[src/rtl/xbar3_pkg.sv]
package xbar3_pkg;

  // Word width and port count used when the top is built with defaults
  localparam int unsigned XB_W     = 9;
  localparam int unsigned XB_NPORT = 3;

  // Parity flip applies only when leaving the last port (C) for another port
  function automatic bit parity_path(input int src, input int dst, input int nport);
    return (src == nport - 1) && (dst != src);
  endfunction

  // Flip the top bit of a word when asked to
  function automatic logic [XB_W-1:0] flip_top(input logic [XB_W-1:0] v, input logic flip);
    logic [XB_W-1:0] m;
    m = '0;
    m[XB_W-1] = flip;
    return v ^ m;
  endfunction

endpackage

[src/rtl/xbar3_path_latch.sv]
module xbar3_path_latch #(
  parameter int unsigned W = 9
) (
  input  logic         clk,
  input  logic         rst,
  input  logic         le,
  input  logic [W-1:0] d,
  output logic [W-1:0] q_o
);

  logic [W-1:0] held_q;

  always_ff @(posedge clk) begin
    if (rst)     held_q <= '0;
    else if (le) held_q <= d;
  end

  // Transparent while enabled, holding otherwise
  assign q_o = le ? d : held_q;

endmodule

[src/rtl/xbar3_dest_port.sv]
module xbar3_dest_port #(
  parameter int unsigned W     = 9,
  parameter int unsigned NPORT = 3,
  parameter int unsigned SELW  = 2,
  parameter int unsigned DST   = 0
) (
  input  logic                        clk,
  input  logic                        rst,
  input  logic [SELW-1:0]             sel,
  input  logic                        oe,
  input  logic                        par_inv,
  input  logic [NPORT-1:0][W-1:0]     lat_val,
  output logic [W-1:0]                port_out,
  output logic                        port_hiz,
  output logic [W-1:0]                drive_val
);

  logic [NPORT-1:0][W-1:0] path_val;
  logic [W-1:0]            route_val;
  logic [W-1:0]            hold_q;
  logic                    use_hold;

  function automatic logic [W-1:0] path_xform(input logic [W-1:0] v, input logic flip);
    logic [W-1:0] m;
    m = '0;
    m[W-1] = flip;
    return v ^ m;
  endfunction

  for (genvar s = 0; s < NPORT; s++) begin : g_path
    localparam bit FLIPS = xbar3_pkg::parity_path(s, DST, NPORT);
    if (FLIPS) begin : g_flip
      assign path_val[s] = path_xform(lat_val[s], par_inv);
    end else begin : g_pass
      assign path_val[s] = lat_val[s];
    end
  end

  assign use_hold = (int'(sel) >= NPORT);

  always_comb begin
    route_val = '0;
    for (int s = 0; s < NPORT; s++) begin
      if (int'(sel) == s) route_val = path_val[s];
    end
  end

  always_ff @(posedge clk) begin
    if (rst)            hold_q <= '0;
    else if (!use_hold) hold_q <= route_val;
  end

  assign drive_val = use_hold ? hold_q : route_val;
  assign port_out  = oe ? drive_val : '0;
  assign port_hiz  = ~oe;

endmodule

[src/rtl/xbar3_top.sv]
module xbar3_top #(
  parameter int unsigned W     = 9,
  parameter int unsigned NPORT = 3,
  parameter int unsigned SELW  = 2
) (
  input  logic                          clk,
  input  logic                          rst,
  input  logic [NPORT-1:0][W-1:0]       port_in,
  input  logic [NPORT-1:0][NPORT-1:0]   path_le,
  input  logic [NPORT-1:0]              port_oe,
  input  logic [NPORT-1:0][SELW-1:0]    port_sel,
  input  logic                          par_inv,
  output logic [NPORT-1:0][W-1:0]       port_out,
  output logic [NPORT-1:0]              port_hiz
);

  // Stage outputs per destination, per source
  logic [NPORT-1:0][NPORT-1:0][W-1:0] lat_val;
  // Value each destination presents before drive gating
  logic [NPORT-1:0][W-1:0]            drive_val;

  for (genvar d = 0; d < NPORT; d++) begin : g_dst
    for (genvar s = 0; s < NPORT; s++) begin : g_src
      xbar3_path_latch #(.W(W)) lat_i (
        .clk (clk),
        .rst (rst),
        .le  (path_le[d][s]),
        .d   (port_in[s]),
        .q_o (lat_val[d][s])
      );
    end

    xbar3_dest_port #(.W(W), .NPORT(NPORT), .SELW(SELW), .DST(d)) dst_i (
      .clk       (clk),
      .rst       (rst),
      .sel       (port_sel[d]),
      .oe        (port_oe[d]),
      .par_inv   (par_inv),
      .lat_val   (lat_val[d]),
      .port_out  (port_out[d]),
      .port_hiz  (port_hiz[d]),
      .drive_val (drive_val[d])
    );
  end

endmodule

[config.mk]
export PLATFORM = sky130hd
export DESIGN_NAME = xbar3_top
export DESIGN_NICKNAME = d
export VERILOG_FILES = /design/src/rtl/xbar3_pkg.sv /design/src/rtl/xbar3_path_latch.sv /design/src/rtl/xbar3_dest_port.sv /design/src/rtl/xbar3_top.sv
export SDC_FILE = /design/constraint.sdc
export NUM_CORES = 1
export LEC_CHECK = 0
export BUFFER_PORTS_ARGS = -buffer_cell sky130_fd_sc_hd__buf_4
export CAP_MARGIN = 20
export CORE_MARGIN = 2
export CORE_UTILIZATION = 45
export CTS_CLUSTER_DIAMETER = 120
export DETAILED_ROUTE_END_ITERATION = 12
export PLACE_DENSITY_LB_ADDON = 0.3
export SLEW_MARGIN = 10
export SYNTH_ARGS = -nofsm -noshare
export SYNTH_HDL_FRONTEND = slang
export SYNTH_HIERARCHICAL = 1
export SYNTH_SLANG_ARGS = --single-unit
export TNS_END_PERCENT = 50
[constraint.sdc]
create_clock -name clk -period 1.7 [get_ports clk]
set_clock_uncertainty 0.15 [all_clocks]
set_input_delay 0.255 -clock clk [delete_from_list [all_inputs] [get_ports clk]]
set_output_delay 0.255 -clock clk [all_outputs]
set_load 0.005 [all_outputs]
# Word level (Yosys, flattened, before mapping)
# Cells that the tools add are included.
[op_classes]
magnitude_cmp = 3
eq_ne = 6
muxes = 24
bitwise = 5
reduce_logical = 3
[op_table]
columns = ["operator", "n"]
rows = [
  ["2-to-1 mux 9 bit", 24],
  ["bitwise XOR 9 bit", 2],
  ["== test 2 bit (second input constant)", 6],
  [">= comparator 2 bit (second input constant)", 3],
  ["logical NOT 2 bit", 3],
  ["NOT 1 bit", 3],
]
[word_totals]
regBits = 108
output_inout_bits = 30
elab_cells = 53

# Logic depth before layout (Yosys ltp)
[logic_depth]
word_depth = 6
depth_mapped = 5
ltp_nobuf = 4

# By module
# The synthesis kept the hierarchy.
[modules_own_cells]
columns = ["module", "n_inst", "cells_each", "area_per_inst_um2", "seq_area_each_um2"]
rows = [
  ["xbar3_path_latch", 9, 28, 382.9, 180.2],
  ["xbar3_dest_port (g_dst[0].dst_i ...)", 2, 40, 530.5, 180.2],
  ["xbar3_dest_port (g_dst[2].dst_i)", 1, 39, 515.5, 180.2],
]

# Worst setup path before layout
# No wires, ideal clock.
[synth_path]
path_type = "in2out"
start = "input port path_le[5] in the netlist's numbering"
end = "output port port_out[17] in the netlist's numbering"
arrival_ns = 1.441
path_slack_ns = -0.146
stages = 5
path_cell_list = "buf_6 -> mux2_4 -> xor2_1 -> mux4_2 -> and2_1"
[synth_rtl]
columns = ["item", "line", "text"]
rows = [
  ["from (decl)", "xbar3_top.sv:9", "input logic [NPORT-1:0][NPORT-1:0] path_le,"],
  ["to (decl)", "xbar3_top.sv:13", "output logic [NPORT-1:0][W-1:0] port_out,"],
]

==> results.md <==
Synthesis:
- The synthesized area divided by synthesized cell count is around 14 µm².
- The distinct cell type count after synthesis is 9.
- The number of cells produced by synthesis is 371.
- The fraction of the yosys area taken by sequential cells is a little over two fifths.
- The count of warnings emitted by yosys is 6.
- The synthesized flop and latch total is around 110.
- Counting every net in the synthesized netlist gives about 420.
- The synthesized netlist occupies a cell area of about 0.005 mm².

Detailed routing:
- The number of nets with antenna violations after routing is 0.
- For this block, the via count after detailed routing is around 3000.
- Wires add up to roughly 12000 µm.
- Dividing the detail-routed wire length by the instance count gives 19.3 µm.
- The detailed router finished its first iteration with 85 violations.
- For this run, design rule violations remaining after detail routing come to 0.
- The pre-antenna-repair detailed-routing pass consisted of 4 iterations.
- The via count normalized by instance count is 5.04.

Place:
- Summing all placed instances gives a cell area of ~0.0057 mm².
- The placed wire-length estimate after detailed placement is ~7600 µm.
- The routability-driven placement congestion ratio is 0.715.
- The number of port buffers is between 70 and 80.
- The post-placement cell count is just under 600.

Global routing:
- The number of antenna violations at the first check in global routing is 0.
- The via count of the first global-routing pass came to ~3100.
- The remaining global-route overflow is 0.
- Global routing consumed, over all layers together, approximately a fifth of the routing resources.
- Entering global routing, the biggest net connects 47 pins.
- The first global-routing pass estimated about 18000 µm of wire.

STA:
- The total count of max-transition violations in the final report came to 0.
- The number of failing hold endpoints at the final stage is 0.
- For the pin with the worst max-slew slack, the measured transition is 0.265 ns.
- Subtracting the final worst setup slack from the clock period gives between 2 and 2.5 ns.
- The highest attainable clock frequency is ~440 MHz.
- The minimum setup slack in the final design is -0.549 ns.
- Setup repair after global routing could not meet its margin everywhere.
- The count of final setup violators is 27.
- After layout, the worst path uses 132% of the clock period.
- The relative slew slack is 82.4%.

Power:
- The worst supply voltage drop on vdd is between 0.0004 and 0.0005 V.
- The total power per unit cell area is roughly 870 mW/mm².
- In this run the static leakage power is ~0.0027 µW.

Hold path:
- In this run the worst hold path is classified as input port to flip-flop.

Die:
- The die is around 110 µm wide.
- 78 I/O pins were placed.
- The starting density of the core is between 40% and 50%.
- The total die area is roughly 0.012 mm².
- The floorplan step defined a core boundary enclosing roughly 0.011 mm².
- The row count is 38.
- The vertical die dimension is ~110 µm.

Setup path:
- STA classifies the critical path startpoint as a flip-flop.
- The critical path data arrival time is roughly 1.8 ns.
- Of all nets on the critical path, the largest fanout is 2.
- The critical path start-end classification is flip-flop to primary output.
- STA classifies the critical path endpoint as a primary output.
- The worst register-to-register path has a setup slack of between 0.1 and 0.15 ns.
- The data required time of the critical path is around 1.3 ns.

Final layout:
- The total non-filler cell area in the finished layout is roughly 0.0061 mm².
- The filler cell count is 888.
- The number of antenna diodes in the final layout is 0.
- In the layout the commonest cells are 108 x nor2b_1, 96 x dfxtp_1, 81 x mux2_4.
- The commonest non-fill, non-tap cell in the layout is nor2b_1.
- The net count of the finished layout is a little over 500.
- Of the cells placed in the final design, the portion with a size suffix greater than 1 is 54.2%.
- The count of non-filler cells in the finished layout is 599.
- From synthesis to final layout, the design area changed by 21.3%.

Clocking:
- The hold-fix buffer count after cts is 0.
- The clock transition at the register clock pins on the worst setup and hold paths after CTS is 0.10 ns.
- The clock passes through at most 2 buffers.
- The total CTS buffers is 9.
- The buffer type at the clock tree root is clkbuf_8.
- At the later pin of the worst-skew pair, clock insertion delay measures between 0.3 and 0.4 ns.
- The clock tree synthesis step divided the H-tree into 3 levels.
- The TritonCTS clock tree is yes.
- The clock net in this run drives a total of around 110 sinks.

Outcome:
- The checks that failed: setup timing.
- The flow ran to the end, but the final reports show violations.

Run:
- The number of violations of the max-capacitance limit is 0.
flip-flops by register name (all words and copies together) (netlist names):
name	cells
g_dst.dst_i/hold_q	27
g_dst.g_src.lat_i/held_q	81
report_power, final:
group          internal, µW  total [µW]  switching, µW
Combinational           700        1120            419
Clock                   564        1420            858
Sequential             2690        2740           42.1
Total                  3960        5280           1320
synth_stat cells:
| library cell | count | area [µm²] |
|---|---|---|
| and2_1 | 27 | 169 |
| clkbuf_2 | 1 | 5.00 |
| xor2_1 | 2 | 17.5 |
| nor2b_1 | 108 | 676 |
| dfxtp_1 | 108 | 2160 |
| mux4_2 | 27 | 608 |
| inv_1 | 3 | 11.3 |
| buf_6 | 14 | 158 |
| mux2_4 | 81 | 1220 |
final timing paths:
kind,cells past startpoint,end,startpoint
min reg2reg,2,g_dst[2].g_src[0].lat_i/held_q[7],g_dst[2].g_src[0].lat_i/held_q[7]
max,5,port_out[17],g_dst[1].g_src[2].lat_i/held_q[8]
max reg2reg,4,g_dst[1].dst_i/hold_q[2],g_dst[1].g_src[0].lat_i/held_q[2]
min,2,g_dst[0].g_src[1].lat_i/held_q[3],rst
metal layers:
metal	vias up	track usage, %	share of wire [%]
li1	1434	-	-
met1	1498	30.7	49
met2	76	31.3	46
met3	13	3.73	4.5
met4	0	5.70	1.1
met5	-	0	0
worst max-delay path: stages (launching register included):
cell	delay [ns]
dfxtp_1	0.32
mux2_4	0.28
xor2_1	0.14
mux4_2	0.45
and2_4	0.15
buf_4	0.13
timing repair:
action | in CTS | in global routing
gates resized for setup | 35 | 27
pin swaps | 24 | 1
setup buffers | 2 | 2
setup endpoints to repair | 27 | 27
kinds of logic (layout without fill, tap and decap cells):
kind of cell | after synthesis | in the layout | share of synthesized area (%)
buffers and inverters | 18 | 106 | 3.46
flip-flops | 108 | 108 | 43.0
XOR/XNOR | 2 | 2 | 0.349
AND/OR/NAND/NOR | 135 | 135 | 16.8
multiplexers | 108 | 108 | 36.3
layout make-up:
type / count / area [µm²] / share of cell area (%)
tap: 140 / 175 / 2.87
clock buffer: 11 / 141 / 2.32
clock inverter: 4 / 26.3 / 0.431
inverter: 3 / 11.3 / 0.185
sequential: 108 / 2180 / 35.7
timing repair buffer: 88 / 808 / 13.3
multi-input combinational: 245 / 2750 / 45.2
through the flow:
stage | setup TNS (ns) | hold WS [ns] | power (µW) | util [%] | setup slack [ns]
after floorplan | -0.207 | 0.177 | 3460 | - | -0.103
after global placement | -8.85 | 0.410 | 3790 | 52.6 | -0.384
after detailed placement | -9.34 | 0.420 | 3820 | 52.6 | -0.398
after CTS | -11.40 | 0.0650 | 5270 | 55.2 | -0.554
after global routing | -12.53 | 0.0743 | 5500 | 56.0 | -0.616
final | -11.05 | 0.0755 | 5280 | 56.0 | -0.549
Power figures use the tool's default switching activity.
